==> src/rtl/uart_irq_pkg.sv <==
package uart_irq_pkg;
   localparam int STAT_W    = 11;
   localparam int NUM_LINES = 6;

   localparam int BIT_RI  = 0;
   localparam int BIT_CTS = 1;
   localparam int BIT_DCD = 2;
   localparam int BIT_DSR = 3;
   localparam int BIT_RX  = 4;
   localparam int BIT_TX  = 5;
   localparam int BIT_RT  = 6;
   localparam int BIT_FE  = 7;
   localparam int BIT_PE  = 8;
   localparam int BIT_BE  = 9;
   localparam int BIT_OE  = 10;

   typedef enum logic [1:0] {
      SEL_MASK   = 2'd0,
      SEL_RAW    = 2'd1,
      SEL_MASKED = 2'd2,
      SEL_CLEAR  = 2'd3
   } reg_sel_e;

   // Line index: 0 combined, 1 rx, 2 tx, 3 timeout, 4 modem, 5 error
   function automatic logic [STAT_W-1:0] line_mask(input int idx);
      logic [STAT_W-1:0] m;
      m = '0;
      case (idx)
         0: m = '1;
         1: m[BIT_RX] = 1'b1;
         2: m[BIT_TX] = 1'b1;
         3: m[BIT_RT] = 1'b1;
         4: m[BIT_DSR:BIT_RI] = '1;
         5: m[BIT_OE:BIT_FE] = '1;
         default: m = '0;
      endcase
      return m;
   endfunction
endpackage

==> src/rtl/uart_irq_status.sv <==
module uart_irq_status #(
   parameter int WIDTH = 11
) (
   input  logic             clk,
   input  logic             rst_n,
   input  logic [WIDTH-1:0] set_i,
   input  logic [WIDTH-1:0] clr_i,
   output logic [WIDTH-1:0] raw_o
);
   logic [WIDTH-1:0] raw_q;

   always_ff @(posedge clk or negedge rst_n) begin
      if (!rst_n) raw_q <= '0;
      else        raw_q <= (raw_q & ~clr_i) | set_i;
   end

   assign raw_o = raw_q;


   set_lands_chk: assert property (@(posedge clk) disable iff (!rst_n)
      (set_i != '0) |=> ((raw_o & $past(set_i)) == $past(set_i)));


   clear_lands_chk: assert property (@(posedge clk) disable iff (!rst_n)
      (clr_i != '0) |=> ((raw_o & $past(clr_i & ~set_i)) == '0));


   hold_idle_chk: assert property (@(posedge clk) disable iff (!rst_n)
      (set_i == '0 && clr_i == '0) |=> $stable(raw_o));
endmodule

==> src/rtl/uart_irq_mask.sv <==
module uart_irq_mask #(
   parameter int WIDTH = 11
) (
   input  logic             clk,
   input  logic             rst_n,
   input  logic             wr_i,
   input  logic [WIDTH-1:0] wdata_i,
   output logic [WIDTH-1:0] mask_o
);
   logic [WIDTH-1:0] mask_q;

   always_ff @(posedge clk or negedge rst_n) begin
      if (!rst_n)    mask_q <= '0;
      else if (wr_i) mask_q <= wdata_i;
   end

   assign mask_o = mask_q;


   mask_load_chk: assert property (@(posedge clk) disable iff (!rst_n)
      wr_i |=> (mask_o == $past(wdata_i)));


   mask_keep_chk: assert property (@(posedge clk) disable iff (!rst_n)
      !wr_i |=> $stable(mask_o));
endmodule

==> src/rtl/uart_irq_fanout.sv <==
module uart_irq_fanout
   import uart_irq_pkg::*;
#(
   parameter int WIDTH = 11,
   parameter int LINES = 6
) (
   input  logic             clk,
   input  logic             rst_n,
   input  logic [WIDTH-1:0] masked_i,
   output logic [LINES-1:0] line_o
);
   logic [LINES-1:0] line_q;

   for (genvar g = 0; g < LINES; g++) begin : g_line
      localparam logic [WIDTH-1:0] GMASK = WIDTH'(line_mask(g));
      always_ff @(posedge clk or negedge rst_n) begin
         if (!rst_n) line_q[g] <= 1'b0;
         else        line_q[g] <= |(masked_i & GMASK);
      end
   end

   assign line_o = line_q;


   all_rise_chk: assert property (@(posedge clk) disable iff (!rst_n)
      (masked_i != '0) |=> line_o[0]);


   all_fall_chk: assert property (@(posedge clk) disable iff (!rst_n)
      (masked_i == '0) |=> (line_o == '0));


   group_cover_chk: assert property (@(posedge clk) disable iff (!rst_n)
      (|line_o[LINES-1:1]) |-> line_o[0]);
endmodule

==> src/rtl/uart_irq_ctrl.sv <==
module uart_irq_ctrl
   import uart_irq_pkg::*;
#(
   parameter int STAT_BITS = uart_irq_pkg::STAT_W,
   parameter int SEL_W     = 2
) (
   input  logic                 clk,
   input  logic                 rst_n,
   input  logic [STAT_BITS-1:0] evt_set,
   input  logic                 tx_wr,
   input  logic [SEL_W-1:0]     reg_sel,
   input  logic                 reg_wr,
   input  logic [STAT_BITS-1:0] reg_wdata,
   output logic [STAT_BITS-1:0] reg_rdata,
   output logic                 irq_all,
   output logic                 irq_rx,
   output logic                 irq_tx,
   output logic                 irq_rt,
   output logic                 irq_ms,
   output logic                 irq_err
);
   localparam int LINES = uart_irq_pkg::NUM_LINES;

   if (STAT_BITS != uart_irq_pkg::STAT_W) begin : g_bad_width
      $error("uart_irq_ctrl: status width must match the fixed bit map");
   end
   if (SEL_W != 2) begin : g_bad_sel
      $error("uart_irq_ctrl: register select must be two bits");
   end

   logic [STAT_BITS-1:0] set_vec;
   logic [STAT_BITS-1:0] clr_vec;
   logic [STAT_BITS-1:0] raw;
   logic [STAT_BITS-1:0] mask;
   logic [STAT_BITS-1:0] masked;
   logic [LINES-1:0]     lines;
   logic                 mask_wr;

   always_comb begin
      set_vec         = evt_set;
      set_vec[BIT_TX] = evt_set[BIT_TX] | tx_wr;
   end

   assign clr_vec = (reg_wr && reg_sel == SEL_CLEAR) ? reg_wdata : '0;
   assign mask_wr = reg_wr && (reg_sel == SEL_MASK);
   assign masked  = raw & mask;

   uart_irq_status #(.WIDTH(STAT_BITS)) u_status (
      .clk   (clk),
      .rst_n (rst_n),
      .set_i (set_vec),
      .clr_i (clr_vec),
      .raw_o (raw)
   );

   uart_irq_mask #(.WIDTH(STAT_BITS)) u_mask (
      .clk     (clk),
      .rst_n   (rst_n),
      .wr_i    (mask_wr),
      .wdata_i (reg_wdata),
      .mask_o  (mask)
   );

   uart_irq_fanout #(.WIDTH(STAT_BITS), .LINES(LINES)) u_fanout (
      .clk      (clk),
      .rst_n    (rst_n),
      .masked_i (masked),
      .line_o   (lines)
   );

   always_comb begin
      case (reg_sel)
         SEL_MASK:   reg_rdata = mask;
         SEL_RAW:    reg_rdata = raw;
         SEL_MASKED: reg_rdata = masked;
         default:    reg_rdata = '0;
      endcase
   end

   assign irq_all = lines[0];
   assign irq_rx  = lines[1];
   assign irq_tx  = lines[2];
   assign irq_rt  = lines[3];
   assign irq_ms  = lines[4];
   assign irq_err = lines[5];


   tx_sets_bit_chk: assert property (@(posedge clk) disable iff (!rst_n)
      tx_wr |=> raw[BIT_TX]);


   set_beats_clear_chk: assert property (@(posedge clk) disable iff (!rst_n)
      (reg_wr && reg_sel == SEL_CLEAR && evt_set[BIT_RX]) |=> raw[BIT_RX]);


   ro_write_chk: assert property (@(posedge clk) disable iff (!rst_n)
      (reg_wr && (reg_sel == SEL_RAW || reg_sel == SEL_MASKED)) |=> $stable(mask));


   rx_line_chk: assert property (@(posedge clk) disable iff (!rst_n)
      masked[BIT_RX] |=> irq_rx);
endmodule

==> config.mk <==
export PLATFORM = sky130hd
export DESIGN_NAME = uart_irq_ctrl
export DESIGN_NICKNAME = d
export VERILOG_FILES = /design/src/rtl/uart_irq_pkg.sv /design/src/rtl/uart_irq_status.sv /design/src/rtl/uart_irq_mask.sv /design/src/rtl/uart_irq_fanout.sv /design/src/rtl/uart_irq_ctrl.sv
export SDC_FILE = /design/constraint.sdc
export NUM_CORES = 1
export LEC_CHECK = 0
export ABC_AREA = 1
export BUFFER_PORTS_ARGS = -buffer_cell sky130_fd_sc_hd__buf_2
export CORE_MARGIN = 4
export CORE_UTILIZATION = 50
export DETAILED_ROUTE_END_ITERATION = 16
export PLACE_DENSITY = 0.83
export SLEW_MARGIN = 0
export SYNTH_ARGS = -nofsm -noshare
export SYNTH_HDL_FRONTEND = slang
export SYNTH_SLANG_ARGS = --single-unit
==> constraint.sdc <==
create_clock -name clk -period 1 [get_ports clk]
set_input_delay 0.1 -clock clk [delete_from_list [all_inputs] [get_ports clk]]
set_output_delay 0.1 -clock clk [all_outputs]
set_load 0.02 [all_outputs]
# == Word-level counts from Yosys, hierarchy flattened ==
# Index checks and enable logic that the tools add are counted.
# op_classes
n_eq_ne,3
n_mux,2
n_bitwise,5
n_reduce_logical,6
# ops
operator,n
one-hot mux 11 bit (3 select lines),1
bitwise AND 11 bit,2
two-way mux 11 bit,1
NOT 11 bit,1
OR 11 bit,1
OR reduction 11 bit,1
OR reduction 4 bit,2
== test 2 bit (second input constant),2
== test 2 x 1 -> 1 bit (second input constant),1
logical AND 1 bit,2
logical NOT 2 bit,1
OR 1 bit,1
# totals
ff_bits,28
output_inout_bits,17
wordCells,24

# == Longest topological paths before layout ==
# depth
word_depth,6
mapped_depth,6

# == Cells and area by module ==
# From an unflattened synthesis, not the netlist that was laid out.
# unflattened
cells_unflattened,241
hier_area_um2,1565.3
# by_module_without_submodules
mod,n_inst,cells_per_inst,area_each_um2,seq_area_each_um2
uart_irq_ctrl,1,121,503.0,0.0
uart_irq_status,1,55,440.4,275.3
uart_irq_mask,1,47,421.7,275.3
uart_irq_fanout,1,18,200.2,150.1

# == Least setup slack after synthesis ==
# Ideal clock, no wire load.
# synth_path
path_kind,register to output
start,"reg u_mask.mask_q[4], in the netlist u_mask.mask_o[4]"
end,out reg_rdata[4]
t_arrival_ps,712
required_time_ps,900
path_slack_ps,188
path_stages_with_launch,5
cell_sequence,dfrtp_1 -> inv_1 -> o21ai_0 -> o21ai_0 -> inv_1
# synth_via
elab_chain_len,2
# synth_rtl
element,line_no,text
from (decl),uart_irq_mask.sv:10,logic [WIDTH-1:0] mask_q;
from (signal assigned),uart_irq_mask.sv:14,else if (wr_i) mask_q <= wdata_i;
bitwise AND 11 bit,uart_irq_ctrl.sv:46,assign masked = raw & mask;
one-hot mux 11 bit (3 select lines) *,uart_irq_ctrl.sv:72,case (reg_sel)
to (decl),uart_irq_ctrl.sv:14,"output logic [STAT_BITS-1:0] reg_rdata,"
# Every way passes the cells marked *; elsewhere a longest branch is shown, timed or not.

# == Worst setup path after layout ==
# layout_path
start,"reg u_mask.mask_q[2], in the netlist u_mask.mask_o[2]"
end,out reg_rdata[2]
# Same word-level chain as after synthesis.

==> flow_summary_export.csv <==
group,metric,value,unit
outcome,status,"complete, but fails checks",
outcome,violations,"negative setup slack",
floorplan,fp.dieW,61.5,microns
setup_path,start_kind,"register",
route,drt_iter0_markers,52,
setup_path,crit_path_cell_trace,"inv_1 > o21ai_1 > o21ai_1 > inv_1 > buf_6",
route,drtPass1Iterations,4,
route,route.detailed.drc,0,
clocking,clk_pin_slew,0.16,ns
placement,dp_hpwl,2.16,mm
worst_hold_path,min_path_type,"input port to register",
timing,max_slew.worst_pin.slew,0.355,ns
clocking,clk_path_buf_depth,2,
timing,setup_slack,-0.317,ns
floorplan,die_area,3780,sq um
setup_path,cp-end-kind,"output pin",
route,dr_total_vias,1413,
route,wl_per_cell,13.3,microns
floorplan,io_pins,45,
power_and_ir_drop,irDropWorstVdd,1360,uV
logic_synthesis,ys_seq_area_share,49.0,%
global_routing,grtUsageTotal,19.4,%
global_routing,antenna_found_initial,0,
timing,setup_tns,-2.78,ns
floorplan,start_util,51.9,%
logic_synthesis,ys_ff_latch,28,
global_routing,grt_max_degree,29,
logic_synthesis,netlist.area_leader.share,49.0,%
setup_path,worstSetupPathType,"register to output pin",
setup_path,critPathRequiredTime,0.90,ns
clocking,cts_buffers,3,
route,postRouteAntennaNets,0,
setup_path,path_buf_inv,3,
logic_synthesis,synth_top_cells_by_area,"dfrtp_1, inv_1, o21ai_2",
setup_path,worst_path_max_delay_cell,"dfrtp_1",
timing,finalHoldViolations,0,
clocking,clk-insertion-delay-late,0.33,ns
global_routing,grt_pass1_vias,1285,
layout,syn_to_final_growth,53.6,%
logic_synthesis,netlist_area,1430,sq um
global_routing,grt_pass1_wl,5.54,mm
layout,diodes,0,
timing,finalCritPeriodShare,132,%
floorplan,rows,19,
power_and_ir_drop,powerDensity,1460,nW/um^2
route,via_per_inst,4.94,
timing,slew_headroom,76.3,%
placement,placed_cells_incl_taps,254,
logic_synthesis,ys.flop_type,"dfrtp_1",
clocking,cts_sinks,28,
timing,fmax,759,MHz
power_and_ir_drop,design_power_total,3.21,mW
timing,skew,0.00329,ns
logic_synthesis,synth_cells,175,
setup_path,worst-endpoint-arrival,1.22,ns
setup_path,path_delay_family,"flip-flops",
logic_synthesis,synth_nets,203,
setup_path,critical_path.max_fanout,2,
floorplan,core,2760,sq um
timing,drv_slew,0,
clocking,cts_tree,"yes",
route,postRouteWirelength,3.81,mm
power_and_ir_drop,leakagePower,1.19,nW
clocking,cts_htree_levels,1,
clocking,cts-root-buf,"clkbuf_4",
logic_synthesis,syn_avg_cell_area,8.18,sq um
timing,rsz0062_at_grt,"true",
floorplan,die_h,61.5,microns
global_routing,gr-total-overflow,0,
logic_synthesis,async_reset_ff_share,100,%
placement,portBuffers,44,
timing,period_needed,1.32,ns
logic_synthesis,yosys.cell_types.count,14,
logic_synthesis,synth_edf_count,0,
timing,finalSetupViolCount,11,
logic_synthesis,yosys_warnings,0,
logic_synthesis,synth_top_area_cell,"dfrtp_1",
layout,nets,284,
logic_synthesis,post-synth-top-count-cell,"inv_1",
placement,place.gp.congestion,0.817,
layout,drive_above_1_share,46.3,%
setup_path,max_stage_delay,0.41,ns
run,drv_cap,0,
logic_synthesis,synthTopCellsByCount,"inv_1, nand2_1, dfrtp_1",
layout,finalNonFillerCells,286,
## timing repair
item / CTS / global route
hold buffers: 13 / 0
endpoints found under the hold margin: 39 / 0
pin swaps: 0 / 10
setup endpoints to repair: 11 / 19
buffers inserted: 11 / 9
resized for setup: 23 / 48
## kinds of logic after synthesis
group | after synthesis | share of synthesized area [%]
flip-flops | 28 | 49.0
AO/OA/AOI/OAI | 44 | 20.9
buffers and inverters | 55 | 16.7
AND/OR/NAND/NOR | 48 | 13.5
## cell usage in the layout (no fill, tap or decap), drive strengths merged
master and instances:
dlygate4sd3 13, clkbuf 3, inv 49, bufinv 1, nor2 5, buf 69
nand2 41, dfrtp 28, nand3 2, o21ai 44
## power by group
part           internal (mW)  leakage (nW)  switching, mW
clock                  0.405        0.0279          0.355
combinational          0.546         0.860          0.574
sequential              1.25         0.304         0.0767
total                   2.21          1.19           1.01
## layer usage
layer / global-route usage [%] / routed length (microns) / up-vias / part of all wire [%]
li1: - / - / 683 / -
met1: 23.3 / 1440 / 648 / 38
met2: 35.9 / 2000 / 70 / 52
met3: 2.94 / 252 / 12 / 6.6
met4: 5.15 / 126 / 0 / 3.3
met5: 0 / 0 / - / 0
## path summary, 6_finish.rpt
path,from,endpoint,slack (ns),cells past startpoint
max,u_mask.mask_o[2],reg_rdata[2],-0.32,5
min,reg_wdata[10],u_mask.mask_o[10],0.007,3
max reg2reg,u_mask.mask_o[3],u_fanout.line_o[0],0.03,5
min reg2reg,u_status.raw_o[7],u_status.raw_o[7],0.53,2
max in group asynchronous,rst_n,u_mask.mask_o[5],0.47,3
min in group asynchronous,rst_n,u_status.raw_o[4],0.27,3
## sequential cells by signal, indices dropped and copies added, names as in the netlist
register / cells
u_mask.mask_o: 11
u_fanout.line_o: 6
u_status.raw_o: 11
## final cells by class
class | count | area, sq um
clock buffer | 3 | 22.5
clock inverter | 1 | 30.0
fill | 171 | 559
inverter | 49 | 184
multi-input combinational | 92 | 562
sequential | 28 | 701
tap | 31 | 38.8
timing repair buffer | 82 | 661
## worst min-delay path: stages
cell	delay, ns
buf_2	0.09
inv_1	0.07
o21ai_2	0.06
## per-stage QoR
stage | hold slack [ns] | setup slack, ns | area [sq um] | util [%]
after global placement | 0.114 | 0.0533 | 1720 | 62.5
after detailed placement | 0.116 | 0.00732 | 1720 | 62.5
final | 0.00722 | -0.317 | 2200 | 79.7
after global routing | 0.00130 | -0.383 | 2200 | 79.7
after CTS | 0.0167 | -0.268 | 2040 | 74.1
after floorplan | -0.196 | 0.188 | 1430 | -
(Power assumes the default switching activity.)
